[config.mk]
export PLATFORM = sky130hd
export DESIGN_NAME = ldx_load_exec
export DESIGN_NICKNAME = d
export VERILOG_FILES = /design/src/rtl/ldx_pkg.sv /design/src/rtl/ldx_decode.sv /design/src/rtl/ldx_operand_map.sv /design/src/rtl/ldx_cycle_timer.sv /design/src/rtl/ldx_load_exec.sv
export SDC_FILE = /design/constraint.sdc
export NUM_CORES = 1
export LEC_CHECK = 0
export BUFFER_PORTS_ARGS = -buffer_cell sky130_fd_sc_hd__buf_2
export CORE_ASPECT_RATIO = 1.5
export CORE_MARGIN = 4
export CORE_UTILIZATION = 40
export DETAILED_ROUTE_END_ITERATION = 16
export SYNTH_ARGS = -nofsm -noshare
export SYNTH_HDL_FRONTEND = slang
export SYNTH_SLANG_ARGS = --single-unit
[constraint.sdc]
create_clock -name clk -period 6.35 [get_ports clk]
set_input_delay 0.635 -clock clk [delete_from_list [all_inputs] [get_ports clk]]
set_output_delay 0.635 -clock clk [all_outputs]
set_load 0.05 [all_outputs]
[src/rtl/ldx_pkg.sv]
// Package ldx_pkg
// Shared constants, the instruction-form enumeration and the per-instruction
// transfer plan used by the load executor. Assumes an 8-bit data path and a
// 16-entry working group addressed by a 4-bit group select.
package ldx_pkg;

    localparam int BYTE_W = 8;
    localparam int NIB_W  = 4;
    localparam logic [NIB_W-1:0] WGRP_TAG = 4'hE;

    typedef logic [BYTE_W-1:0] rbyte_t;
    typedef logic [NIB_W-1:0]  nib_t;

    typedef enum logic [3:0] {
        FM_IMM_WR,   // xC : working <- immediate
        FM_LD_WR,    // x8 : working <- field
        FM_ST_WR,    // x9 : field <- working
        FM_LD_IND,   // E3 : working <- @working
        FM_ST_IND,   // F3 : @working <- working
        FM_RR,       // E4 : field <- field
        FM_R_IR,     // E5 : field <- @field
        FM_R_IM,     // E6 : field <- immediate
        FM_IR_IM,    // E7 : @field <- immediate
        FM_IR_R,     // F5 : @field <- field
        FM_LD_IDX,   // C7 : working <- [k + working]
        FM_ST_IDX,   // D7 : [k + working] <- working
        FM_BAD       // anything else
    } ld_form_e;

    typedef struct packed {
        logic   need_ptr;    // a pointer/index register is read first
        logic   ptr_is_src;  // pointer result addresses the source (else the destination)
        logic   src_imm;     // source value is an operand byte
        rbyte_t ptr_addr;    // where the pointer/index lives
        rbyte_t off;         // added to the pointer value (zero unless indexed)
        rbyte_t src_addr;    // direct source address
        rbyte_t dst_addr;    // direct destination address
        rbyte_t imm;         // immediate value
    } ld_plan_t;

    // Address of working register n in group grp.
    function automatic rbyte_t wreg_addr(input nib_t grp, input nib_t n);
        return {grp, n};
    endfunction

    // Resolve an 8-bit register field, remapping the E-tagged working form.
    function automatic rbyte_t field_addr(input nib_t grp, input rbyte_t f);
        return (f[7:4] == WGRP_TAG) ? wreg_addr(grp, f[3:0]) : f;
    endfunction

    // Forms that carry two operand bytes.
    function automatic logic form_long(input ld_form_e f);
        return (f inside {FM_RR, FM_R_IR, FM_R_IM, FM_IR_IM, FM_IR_R,
                          FM_LD_IDX, FM_ST_IDX});
    endfunction

endpackage

[src/rtl/ldx_decode.sv]
// Module ldx_decode
// Classifies an opcode byte into a load form and reports whether it carries
// two operand bytes. Purely combinational; anything outside the load family
// maps to FM_BAD.
module ldx_decode
    import ldx_pkg::*;
(
    input  rbyte_t   opcode,
    output ld_form_e form,
    output logic     long_form
);

    // Low-nibble forms first, then the fixed opcodes.
    always_comb begin
        case (opcode[3:0])
            4'hC:    form = FM_IMM_WR;
            4'h8:    form = FM_LD_WR;
            4'h9:    form = FM_ST_WR;
            default: begin
                case (opcode)
                    8'hE3:   form = FM_LD_IND;
                    8'hF3:   form = FM_ST_IND;
                    8'hE4:   form = FM_RR;
                    8'hE5:   form = FM_R_IR;
                    8'hE6:   form = FM_R_IM;
                    8'hE7:   form = FM_IR_IM;
                    8'hF5:   form = FM_IR_R;
                    8'hC7:   form = FM_LD_IDX;
                    8'hD7:   form = FM_ST_IDX;
                    default: form = FM_BAD;
                endcase
            end
        endcase
    end

    // Operand-byte count follows from the form.
    always_comb long_form = form_long(form);

endmodule

[src/rtl/ldx_operand_map.sv]
// Module ldx_operand_map
// Turns a decoded form and its latched operand bytes into a transfer plan:
// which register is read as a pointer, where the source and destination are,
// and the immediate. Assumes the operand bytes are stable while the plan is
// used; the group select is taken live.
module ldx_operand_map
    import ldx_pkg::*;
(
    input  ld_form_e form,
    input  nib_t     wsel,
    input  rbyte_t   b1,
    input  rbyte_t   b2,
    input  nib_t     grp,
    output ld_plan_t plan
);

    // Build the plan for the current form.
    always_comb begin
        plan = '0;
        case (form)
            FM_IMM_WR: begin
                plan.src_imm  = 1'b1;
                plan.imm      = b1;
                plan.dst_addr = wreg_addr(grp, wsel);
            end
            FM_LD_WR: begin
                plan.src_addr = field_addr(grp, b1);
                plan.dst_addr = wreg_addr(grp, wsel);
            end
            FM_ST_WR: begin
                plan.src_addr = wreg_addr(grp, wsel);
                plan.dst_addr = field_addr(grp, b1);
            end
            FM_LD_IND: begin
                plan.need_ptr   = 1'b1;
                plan.ptr_is_src = 1'b1;
                plan.ptr_addr   = wreg_addr(grp, b1[3:0]);
                plan.dst_addr   = wreg_addr(grp, b1[7:4]);
            end
            FM_ST_IND: begin
                plan.need_ptr = 1'b1;
                plan.ptr_addr = wreg_addr(grp, b1[7:4]);
                plan.src_addr = wreg_addr(grp, b1[3:0]);
            end
            FM_RR: begin
                plan.src_addr = field_addr(grp, b1);
                plan.dst_addr = field_addr(grp, b2);
            end
            FM_R_IR: begin
                plan.need_ptr   = 1'b1;
                plan.ptr_is_src = 1'b1;
                plan.ptr_addr   = field_addr(grp, b1);
                plan.dst_addr   = field_addr(grp, b2);
            end
            FM_IR_R: begin
                plan.need_ptr = 1'b1;
                plan.ptr_addr = field_addr(grp, b2);
                plan.src_addr = field_addr(grp, b1);
            end
            FM_R_IM: begin
                plan.src_imm  = 1'b1;
                plan.imm      = b2;
                plan.dst_addr = field_addr(grp, b1);
            end
            FM_IR_IM: begin
                plan.need_ptr = 1'b1;
                plan.src_imm  = 1'b1;
                plan.imm      = b2;
                plan.ptr_addr = field_addr(grp, b1);
            end
            FM_LD_IDX: begin
                plan.need_ptr   = 1'b1;
                plan.ptr_is_src = 1'b1;
                plan.off        = b2;
                plan.ptr_addr   = wreg_addr(grp, b1[3:0]);
                plan.dst_addr   = wreg_addr(grp, b1[7:4]);
            end
            FM_ST_IDX: begin
                plan.need_ptr = 1'b1;
                plan.off      = b2;
                plan.ptr_addr = wreg_addr(grp, b1[3:0]);
                plan.src_addr = wreg_addr(grp, b1[7:4]);
            end
            default: plan = '0;
        endcase
    end

endmodule

[src/rtl/ldx_cycle_timer.sv]
// Module ldx_cycle_timer
// Counts the cycles of one instruction. It loads on the opcode-accept edge so
// that the following cycle reads 2. It advances only while the executor is not
// waiting on a withheld operand byte, and reports when the count reaches the
// length of the form. Assumes the work of every form ends before its length.
module ldx_cycle_timer #(
    parameter int SHORT_CYCLES = 6,
    parameter int LONG_CYCLES  = 10
) (
    input  logic clk,
    input  logic rst_n,
    input  logic start,
    input  logic long_sel,
    input  logic advance,
    output logic at_end
);

    localparam int CNT_W = $clog2(LONG_CYCLES + 1);
    localparam logic [CNT_W-1:0] FIRST_CNT = CNT_W'(2);
    localparam logic [CNT_W-1:0] SHORT_LEN = CNT_W'(SHORT_CYCLES);
    localparam logic [CNT_W-1:0] LONG_LEN  = CNT_W'(LONG_CYCLES);

    logic [CNT_W-1:0] cnt;
    logic [CNT_W-1:0] target;

    // Load on start, then step toward the form's length.
    always_ff @(posedge clk) begin
        if (!rst_n) begin
            cnt    <= '0;
            target <= SHORT_LEN;
        end else if (start) begin
            cnt    <= FIRST_CNT;
            target <= long_sel ? LONG_LEN : SHORT_LEN;
        end else if (advance && (cnt < target)) begin
            cnt <= cnt + 1'b1;
        end
    end

    // End of the instruction's fixed length.
    always_comb at_end = (cnt == target);


    cnt_bound_chk: assert property (@(posedge clk) disable iff (!rst_n)
        cnt <= target);

endmodule

[src/rtl/ldx_load_exec.sv]
// Module ldx_load_exec
// Executes the load family of a register-file controller. It accepts an opcode
// and its operand bytes on a ready/valid stream. If the form needs one, it reads
// a pointer or index register, then reads the source unless the source is
// immediate, then makes one write. It holds until the form's fixed cycle count
// is reached. Assumes a register file with combinational read data and a write
// on the clock edge, and that grp_sel is held steady during an instruction.
module ldx_load_exec
    import ldx_pkg::*;
#(
    parameter int SHORT_CYCLES = 6,
    parameter int LONG_CYCLES  = 10
) (
    input  logic       clk,
    input  logic       rst_n,
    input  logic       in_valid,
    input  logic [7:0] in_data,
    output logic       in_ready,
    input  logic [3:0] grp_sel,
    output logic [7:0] rf_addr,
    output logic       rf_we,
    output logic [7:0] rf_wdata,
    input  logic [7:0] rf_rdata,
    output logic       done,
    output logic       illegal
);

    typedef enum logic [2:0] {
        S_IDLE, S_OP1, S_OP2, S_PTR, S_SRC, S_WR, S_WAIT, S_ILL
    } exec_state_e;

    exec_state_e state;
    exec_state_e work_first;
    ld_form_e    dec_form;
    logic        dec_long;
    ld_form_e    form_q;
    logic        long_q;
    nib_t        wsel_q;
    rbyte_t      b1_q;
    rbyte_t      b2_q;
    rbyte_t      ptr_q;
    rbyte_t      data_q;
    ld_plan_t    plan;
    logic        accept;
    logic        t_start;
    logic        t_advance;
    logic        t_end;

    ldx_decode u_decode (
        .opcode    (in_data),
        .form      (dec_form),
        .long_form (dec_long)
    );

    ldx_operand_map u_map (
        .form (form_q),
        .wsel (wsel_q),
        .b1   (b1_q),
        .b2   (b2_q),
        .grp  (grp_sel),
        .plan (plan)
    );

    ldx_cycle_timer #(
        .SHORT_CYCLES (SHORT_CYCLES),
        .LONG_CYCLES  (LONG_CYCLES)
    ) u_timer (
        .clk      (clk),
        .rst_n    (rst_n),
        .start    (t_start),
        .long_sel (dec_long),
        .advance  (t_advance),
        .at_end   (t_end)
    );

    // Stream handshake and timer control.
    always_comb begin
        in_ready  = (state == S_IDLE) || (state == S_OP1) || (state == S_OP2);
        accept    = in_ready && in_valid;
        t_start   = accept && (state == S_IDLE) && (dec_form != FM_BAD);
        t_advance = !(in_ready && !in_valid);
    end

    // First work step once all operand bytes are in.
    always_comb begin
        if (plan.need_ptr)     work_first = S_PTR;
        else if (plan.src_imm) work_first = S_WR;
        else                   work_first = S_SRC;
    end

    // Sequencer: fetch bytes, read pointer and source, write, wait out the length.
    always_ff @(posedge clk) begin
        if (!rst_n) begin
            state  <= S_IDLE;
            form_q <= FM_BAD;
            long_q <= 1'b0;
            wsel_q <= '0;
            b1_q   <= '0;
            b2_q   <= '0;
            ptr_q  <= '0;
            data_q <= '0;
        end else begin
            case (state)
                S_IDLE: if (accept) begin
                    form_q <= dec_form;
                    long_q <= dec_long;
                    wsel_q <= in_data[7:4];
                    state  <= (dec_form == FM_BAD) ? S_ILL : S_OP1;
                end
                S_OP1: if (accept) begin
                    b1_q  <= in_data;
                    state <= long_q ? S_OP2 : work_first;
                end
                S_OP2: if (accept) begin
                    b2_q  <= in_data;
                    state <= work_first;
                end
                S_PTR: begin
                    ptr_q <= rf_rdata + plan.off;
                    state <= plan.src_imm ? S_WR : S_SRC;
                end
                S_SRC: begin
                    data_q <= rf_rdata;
                    state  <= S_WR;
                end
                S_WR:    state <= S_WAIT;
                S_WAIT:  if (t_end) state <= S_IDLE;
                default: state <= S_IDLE;
            endcase
        end
    end

    // Register-file port driven from the current step.
    always_comb begin
        rf_addr  = '0;
        rf_we    = 1'b0;
        rf_wdata = '0;
        case (state)
            S_PTR: rf_addr = plan.ptr_addr;
            S_SRC: rf_addr = (plan.need_ptr && plan.ptr_is_src) ? ptr_q : plan.src_addr;
            S_WR: begin
                rf_we    = 1'b1;
                rf_addr  = (plan.need_ptr && !plan.ptr_is_src) ? ptr_q : plan.dst_addr;
                rf_wdata = plan.src_imm ? plan.imm : data_q;
            end
            default: rf_addr = '0;
        endcase
    end

    // Completion and rejection pulses.
    always_comb begin
        illegal = (state == S_ILL);
        done    = illegal || ((state == S_WAIT) && t_end);
    end


    single_write_chk: assert property (@(posedge clk) disable iff (!rst_n)
        rf_we |=> !rf_we);


    illegal_no_write_chk: assert property (@(posedge clk) disable iff (!rst_n)
        illegal |-> (done && !rf_we && $past(in_ready)));


    done_pulse_chk: assert property (@(posedge clk) disable iff (!rst_n)
        done |=> (!done && in_ready));


    no_fetch_while_write_chk: assert property (@(posedge clk) disable iff (!rst_n)
        rf_we |-> !in_ready);

endmodule

==> run summary, run 1 <==
Routed Antenna Nets: 0
Clock Latency Late Sink: 0.30 ns
Initial Util: 41.32%
DP Wirelength: 10,660 um
via count: 4,466
Slew headroom: 21.67%
Pins Over Slew Limit: 0
Post-synth top cells: 89 x nand2_1, 50 x dfxtp_1, 46 x nor2_1
Placement Setup Slack: 2.832 ns
total track usage: 22.78%
pwr dens: 332.7 nW/um^2
CTS Root Cell: clkbuf_16
register area share after synthesis: 23.64%
area leader, netlist: dfxtp_1
WL/cell: 19.85 um
yosys warns: 0
multi-input logic area: 2953 sq um
number of distinct library cells after synthesis: 70
Fin Setup TNS: 0 ns
VDD IR max: 0.1559 mV
DR WL met3: 569 um
Core Rows: 45
CP Capture Type: output port
CTS tree: built
WS Path Type: flip-flop to output port
Hold Crit Class: flip-flop to flip-flop
post-route insts no fill: 724
first-pass GRT wire length: 22,440 um
DRT Wirelength: 14,370 um
Routed met2 length: 7263 um
crit path buf inv count: 1
# diodes: 0
Die X-Extent: 92.01 um
Yosys top cell area share: 23.64%
f_max: 251.7 MHz
number of flops mapped to enable cells by yosys: 0
Worst EP arrival: 3.34 ns
placed instance count: 716
initial antenna violation count: 0
Avg Cell Area, Syn: 7.338 sq um
Slowest-stage cell, CP: dfxtp_1
Reg2Reg Setup Slack: 2.71 ns
Die Area: 12,330 sq um
# DRC: 0
CP top delay family: flip-flops
Final period util: 62.56%
# nets final: 617
largest net degree at the start of global routing: 53
crit path cell chain: nor2b_1 > o311ai_1 > nor2_1 > a2111oi_0 > or3_1 > buf_2
post-layout minimum cycle time: 3.973 ns
vias in the first global route: 4,154
cts hold-fix bufs: 0
# port buffers: 42
GP Congestion: 0.9748
total gr overflow: 0
Initial DRC Count: 418
Synth Register Bits: 50
worst-path fanout max: 33
Least-Margin Pin Slew: 1.172 ns
Post-synth top flop: dfxtp_1
Critical Path Source Type: flip-flop
leakage power: 1.762 nW
WL met1: 6089 um
status: complete, no violations
RSZ-0062 raised after global routing: false
Post-CTS Resized: 0
final core area utilization: 44.68%
count leader, synth: nand2_1
Reg area: 1001 sq um
Synth area leaders: dfxtp_1 24%, nand2_1 7.9%, a21oi_1 4.4%
die height: 134.0 um
WP data required: 5.71 ns
Pre-antenna DRT Iters: 5
syn_nets: 612
Clock Path Buffers: 2
Final setup viols: 0
layout cells sized above 1: 10.98%
area post-placement: 4427 sq um
core area: 10,250 sq um
synth-to-layout area growth: 8.126%
Post-CTS Setup Bufs: 0
H-tree depth: 2
Crit path largest cell delay: 1.08 ns
post-layout instance area: 4578 sq um
Clock Sink Count: 50
synthesized area: 4234 sq um
Final Hold Vio Count: 0
TritonCTS Buffers: 5
post-synthesis async set-or-reset flop share: 0%
total of max-cap violations: 0
cell count after synthesis: 577
Max Clock Skew: 0.01043 ns
via/cell ratio: 6.169
clock-pin transition on the worst setup and hold timing paths: 0.07 ns
Top Metal Used: met4
fill count: 1,123
Final WS setup: 2.377 ns
Top Ports: 43
==> cells in the final DEF (no fill, tap or decap), types with 5 or more instances in the layout <==
| cell | instances |
|---|---|
| xnor2_1 | 5 |
| and3_1 | 9 |
| clkbuf_16 | 5 |
| o21a_1 | 7 |
| a21oi_1 | 37 |
| a21boi_0 | 19 |
| o21ai_1 | 7 |
| o21ai_0 | 16 |
| dfxtp_1 | 50 |
| buf_2 | 42 |
| nor3b_1 | 7 |
| mux2i_1 | 10 |
| nor2b_1 | 15 |
| or3_1 | 7 |
| ha_1 | 11 |
| a211oi_1 | 12 |
| nand3_1 | 12 |
| a22oi_1 | 10 |
| a31oi_1 | 8 |
| nand2b_1 | 9 |
| o211ai_1 | 10 |
| a32oi_1 | 6 |
| and2_1 | 7 |
| nand4_1 | 6 |
| nand2_1 | 89 |
| a21o_1 | 12 |
| nor2_1 | 46 |
| a21boi_1 | 5 |
| inv_1 | 17 |
| a221oi_1 | 5 |
| a32o_1 | 5 |
==> final cells by class <==
cell class / count / share of cell area, %
sequential: 50 / 21.86
clock inverter: 1 / 0.1913
timing repair buffer: 45 / 5.083
tap: 141 / 3.854
inverter: 17 / 1.394
multi-input combinational: 463 / 64.50
clock buffer: 7 / 3.116
==> per-layer routing <==
metal / vias to the layer above / track usage (%)
met2: 153 / 40.33
li1: 2141 / -
met3: 26 / 2.189
met5: - / 0
met4: 0 / 8.099
met1: 2146 / 28.58
==> report_power, final <==
| group | internal [mW] | switching [mW] | leakage (nW) |
|---|---|---|---|
| Sequential | 0.372 | 0.143 | 0.407 |
| Clock | 0.159 | 0.125 | 0.0745 |
| Combinational | 0.246 | 0.478 | 1.28 |
==> worst reg2reg max path, cell delays in order, from the launching register on <==
cell and delay [ns]:
dfxtp_1 0.69, nor2b_1 1.04, and3_1 0.29, ha_1 0.18, inv_1 0.06, fa_1 0.40
nor2b_1 0.14, o21ai_0 0.10, a21boi_0 0.36, o31ai_1 0.13, and2_1 0.17
==> logic make-up after synthesis <==
| group | synth area share [%] |
|---|---|
| AO/OA/AOI/OAI | 34.16 |
| XOR/XNOR | 1.655 |
| adder cells (fa/ha/maj) | 3.723 |
| buffers and inverters | 6.767 |
| flip-flops | 23.64 |
| multiplexers | 2.896 |
| AND/OR/NAND/NOR | 27.16 |
==> per-stage QoR <==
stage | hold WS [ns] | power [mW]
after floorplan | 0.4407 | 1.041
after global placement | 0.4523 | 1.214
after detailed placement | 0.4588 | 1.228
after CTS | 0.4762 | 1.515
after global routing | 0.4989 | 1.620
final | 0.4703 | 1.523
==> final timing paths <==
path                     start                 to  cells past startpoint
max                  form_q[2]         rf_addr[5]                      6
min          u_timer.target[2]  u_timer.target[2]                      1
max reg2reg          form_q[2]           ptr_q[4]                     10
min reg2reg  u_timer.target[2]  u_timer.target[2]                      1
==> sequential cells by signal (all words and copies together), names as in the netlist <==
signal / cells
u_timer.cnt: 4
data_q: 8
u_timer.target: 2
state: 3
b1_q: 8
form_q: 4
b2_q: 8
ptr_q: 8
long_q: 1
wsel_q: 4
No activity file was read; power rests on OpenSTA's default activity.
==> inputs of run 2 (changes only) <==
clock period = 3.6 ns   (was 6.35 ns; I/O delays follow)
==> run 2 against run 1 <==
Die area unchanged. Global-route usage rose by 0.67 points. Critical path depth unchanged. Via count up 1.3%. Critical path type unchanged. Largest power group unchanged. Highest routed layer unchanged.
==> run summary, run 2 (synthesis results as in run 1) <==
Max Clock Skew: 0.005529 ns (-0.004896 ns)
Post-CTS Resized: 0 (unchanged)
crit path cell chain: buf_4 > nor3b_4 > o21ai_1 > a21oi_1 > or3_1 > buf_2
Slew headroom: 45.79% (+24 points)
DP Wirelength: 11,110 um (+4.2%)
commonest non-fill, non-tap cell in the layout: nand2_1
commonest non-fill, non-tap cells in the layout: 89 x nand2_1, 50 x dfxtp_1, 46 x nor2_1, 42 x buf_2, 37 x a21oi_1
hold path cells: 3 (+2)
Reg2Reg Setup Slack: 0.90 ns (-1.81 ns)
Final setup viols: 0 (unchanged)
Hold EP: data_q[3]
Post-CTS Setup Bufs: 0 (unchanged)
Routed Antenna Nets: 0 (unchanged)
area post-placement: 4494 sq um (+1.5%)
Clock Latency Late Sink: 0.30 ns (about the same)
Top Ports: 43 (unchanged)
Initial DRC Count: 453 (+8.4%)
Die X-Extent: 92.01 um (unchanged)
Worst EP arrival: 2.86 ns (-0.48 ns)
Initial Util: 41.32% (unchanged)
Slowest-stage cell, CP: dfxtp_1
post-layout minimum cycle time: 3.223 ns
Final WS setup: 0.3769 ns (-2.000 ns)
H-tree depth: 2 (unchanged)
pwr dens: 588.6 nW/um^2 (+77%)
Critical Path Source Type: flip-flop
CP Capture Type: output port
CTS Root Cell: clkbuf_16
via count: 4,522 (+1.3%)
Clock Sink Count: 50 (unchanged)
Hold Crit Class: input port to flip-flop
GP Congestion: 0.9664 (-0.86%)
RSZ-0062 raised after global routing: false
synth-to-layout area growth: 9.722%
Clock Path Buffers: 2 (unchanged)
core area: 10,250 sq um (unchanged)
status: complete, no violations
Pins Over Slew Limit: 0 (unchanged)
# DRC: 0 (unchanged)
Placement Setup Slack: 0.7877 ns (-2.044 ns)
cts hold-fix bufs: 0 (unchanged)
worst-path fanout max: 24 (-27%)
f_max: 310.3 MHz
WP data required: 3.24 ns (-2.47 ns)
# diodes: 0 (unchanged)
WS Path Type: flip-flop to output port
clock-pin transition on the worst setup and hold timing paths: 0.07 ns (about the same)
reg2reg start: form_q[1]
first-pass GRT wire length: 22,850 um (+1.8%)
vias in the first global route: 4,263 (+2.6%)
Final Hold Vio Count: 0 (unchanged)
worst reg2reg endpoint: ptr_q[4]
largest net degree at the start of global routing: 53 (unchanged)
CTS tree: built
reg2reg path depth: 10 (unchanged)
DRT Wirelength: 14,730 um (+2.5%)
final total power: 2.734 mW (+80%)
VDD IR max: 0.2921 mV (+87%)
Pre-antenna DRT Iters: 6 (+1)
Fin Setup TNS: 0 ns (unchanged)
TritonCTS Buffers: 5 (unchanged)
Least-Margin Pin Slew: 0.8132 ns (-0.3587 ns)
post-layout instance area: 4646 sq um (+1.5%)
leakage power: 1.806 nW (+2.5%)
total track usage: 23.45% (+0.67 points)
total of max-cap violations: 0 (unchanged)
# port buffers: 42 (unchanged)
via/cell ratio: 6.169 (about the same)
initial antenna violation count: 0 (unchanged)
Die Area: 12,330 sq um (unchanged)
Core Rows: 45 (unchanged)
layout cells sized above 1: 12.33% (+1.4 points)
total gr overflow: 0 (unchanged)
# nets final: 626 (+1.5%)
Crit path largest cell delay: 0.68 ns (-0.40 ns)
start point of the worst hold path: rf_rdata[3]
Final period util: 89.53%
WL/cell: 20.10 um (+1.2%)
die height: 134.0 um (unchanged)
[run 2: critical path, delay by kind of cell (launching register included)]
family	cells	cell delay (ns)
AO/OA/AOI/OAI	2	0.72
buffers and inverters	2	0.61
AND/OR/NAND/NOR	2	0.54
flip-flops	1	0.68
[run 2: metal layers]
layer	global-route usage, %	wire length [um]	part of all wire [%]	vias to the layer above
met5	0	0	0	-
met4	9.256	476	3.2	0
met3	2.974	875	5.9	32
met2	42.20	7533	51	199
met1	27.99	5846	40	2135
li1	-	-	-	2156
[run 2: worst max path at each step]
stage | startpoint | to | slack, ns | cells past startpoint
floorplan | form_q[1] | ptr_q[4] | 1.07 | 12
global placement | form_q[0] | rf_addr[7] | 0.81 | 6
detailed placement | form_q[0] | rf_addr[7] | 0.79 | 6
CTS | form_q[0] | rf_addr[7] | 0.47 | 6
global route | form_q[0] | rf_addr[5] | 0.25 | 7
finish | form_q[0] | rf_addr[7] | 0.38 | 6
[run 2: power breakdown]
part,switching [mW],internal [mW],total [mW]
combinational,0.882,0.468,1.35
clock,0.223,0.280,0.503
sequential,0.226,0.656,0.881
total,1.33,1.40,2.73
[run 2: metrics by stage]
stage          hold slack [ns]  cells  utilization (%)
6_report                0.3266    733            45.34
5_1_grt                 0.3227    733            45.34
4_1_cts                 0.3213    733            45.34
3_5_place_dp            0.4626    725            43.86
3_3_place_gp            0.4554    725            43.86
2_1_floorplan           0.4407    577                -
[run 2: area by class of cell]
class,count,area [sq um]
Clock buffer,7,142.6
Multi-Input combinational cell,463,2953
Timing Repair Buffer,54,300.3
Fill cell,1094,5602
Tap cell,141,176.4
Inverter,17,63.81
Clock inverter,1,8.758
Sequential cell,50,1001
==> inputs of run 3 (changes only) <==
CORE_UTILIZATION = 54   (was 40)
PLACE_DENSITY = 0.77   (was unset)
==> run 3 against run 2 <==
Highest routed layer unchanged. Count of clock-buffer cells in the layout is 2 lower. Setup slack worse by 0.090 ns. Routed wire length is 6.6% lower. Critical path type unchanged. Non-clock buffer count is 2 lower.
==> run summary, run 3 (synthesis results as in run 1) <==
status: complete, no violations
Slowest-stage cell, CP: o311ai_1
f_max: 301.9 MHz (-2.7%)
CP Capture Type: output port
RSZ-0062 raised after global routing: false
placed instance count: 684 (-5.7%)
Die Area: 9351 sq um (-24%)
# diodes: 0 (unchanged)
Pins Over Slew Limit: 0 (unchanged)
Slew headroom: 47.26% (+1.5 points)
total track usage: 30.56% (+7.1 points)
fill count: 774 (-29%)
most frequent CP cell: buf_4
layout cells sized above 1: 12.05% (-0.28 points)
core area: 7612 sq um (-26%)
synth-to-layout area growth: 7.920%
WL/cell: 19.90 um (-0.96%)
# DRC: 0 (unchanged)
# nets final: 624 (-0.32%)
Critical Path Source Type: flip-flop
pwr dens: 587.0 nW/um^2 (-0.26%)
via count: 4,472 (-1.1%)
CTS Root Cell: clkbuf_16
clock-pin transition on the worst setup and hold timing paths: 0.07 ns (about the same)
VDD IR max: 0.3487 mV (+19%)
Core Rows: 39 (-13%)
WS Path Type: flip-flop to output port
Least-Margin Pin Slew: 0.7911 ns (-0.02216 ns)
# port buffers: 42 (unchanged)
Hold Crit Class: input port to flip-flop
initial antenna violation count: 0 (unchanged)
WP data required: 3.24 ns (about the same)
cts hold-fix bufs: 0 (unchanged)
leakage power: 1.792 nW (-0.77%)
worst-path fanout max: 25 (+4.2%)
via/cell ratio: 6.472 (+4.9%)
die height: 116.5 um (-13%)
Initial Util: 55.62% (+14 points)
commonest non-fill, non-tap cells in the layout: 89 x nand2_1, 50 x dfxtp_1, 46 x nor2_1, 42 x buf_2, 37 x a21oi_1
Top Ports: 43 (unchanged)
total gr overflow: 0 (unchanged)
post-layout minimum cycle time: 3.313 ns (+0.08983 ns)
Post-CTS Setup Bufs: 0 (unchanged)
largest net degree at the start of global routing: 53 (unchanged)
crit path cell chain: buf_4 > nor2b_1 > buf_4 > o311ai_1 > nor2_1 > a2111oi_0 > or3_1 > buf_2
DRT Wirelength: 13,750 um (-6.6%)
vias in the first global route: 4,260 (-0.070%)
Clock Latency Late Sink: 0.30 ns (about the same)
Initial DRC Count: 480 (+6.0%)
Final period util: 92.02% (+2.5 points)
GP Congestion: 0.9618 (-0.48%)
commonest non-fill, non-tap cell in the layout: nand2_1
final core area utilization: 60.03% (+15 points)
Routed Antenna Nets: 0 (unchanged)
Clock Path Buffers: 2 (unchanged)
multi-input logic area: 2953 sq um (unchanged)
Reg area: 1001 sq um (unchanged)
Pre-antenna DRT Iters: 6 (unchanged)
H-tree depth: 2 (unchanged)
total of max-cap violations: 0 (unchanged)
post-route insts no fill: 691 (-5.7%)
DP Wirelength: 10,370 um (-6.6%)
Final setup viols: 0 (unchanged)
Clock Sink Count: 50 (unchanged)
Worst EP arrival: 2.95 ns (+0.09 ns)
CTS tree: built
Max Clock Skew: 0.008695 ns (+0.003167 ns)
Reg2Reg Setup Slack: 0.98 ns (+0.08 ns)
Final Hold Vio Count: 0 (unchanged)
Crit path largest cell delay: 0.56 ns (-0.12 ns)
Fin Setup TNS: 0 ns (unchanged)
TritonCTS Buffers: 5 (unchanged)
Post-CTS Resized: 0 (unchanged)
first-pass GRT wire length: 22,190 um (-2.9%)
Die X-Extent: 80.30 um (-13%)
## run 3: final cells by class
type,count,area share [%]
Multi-Input combinational cell,463,64.62
Timing Repair Buffer,52,6.243
Inverter,17,1.396
Clock inverter,2,0.3012
Tap cell,102,2.793
Clock buffer,5,2.738
Sequential cell,50,21.91
## run 3: metal layers
layer	GRT usage (%)	up-vias	wire length, um
li1	-	2157	-
met1	36.58	2109	5555
met2	53.32	162	6826
met3	3.627	44	681
met4	15.45	0	691
met5	0	-	0
## run 3: power by group
group / switching [mW] / total (mW) / internal [mW]
clock: 0.219 / 0.475 / 0.256
combinational: 0.881 / 1.34 / 0.460
sequential: 0.211 / 0.867 / 0.656
## run 3: worst paths after layout
path                                  start         end  cells past startpoint
worst max-delay path              form_q[2]  rf_addr[6]                      8
worst min-delay path            rf_rdata[2]   data_q[2]                      3
worst max register to register    form_q[3]    ptr_q[4]                     10
worst min register to register       long_q      long_q                      2
## run 3: worst max-delay path, delay by kind of cell, from the launching register on
family,cells,cell delay [ns]
buffers and inverters,3,0.75
AO/OA/AOI/OAI,2,1.04
AND/OR/NAND/NOR,3,0.37
flip-flops,1,0.48
## run 3: through the flow
| step | area (sq um) | hold WS (ns) | setup slack (ns) | power (mW) |
|---|---|---|---|---|
| final | 4569 | 0.3235 | 0.2871 | 2.682 |
| after global routing | 4569 | 0.3344 | 0.07372 | 2.859 |
| after CTS | 4569 | 0.3277 | 0.3769 | 2.664 |
| after detailed placement | 4431 | 0.4660 | 0.7087 | 2.193 |
| after global placement | 4431 | 0.4541 | 0.7862 | 2.167 |
| after floorplan | 4234 | 0.4407 | 1.070 | 1.837 |
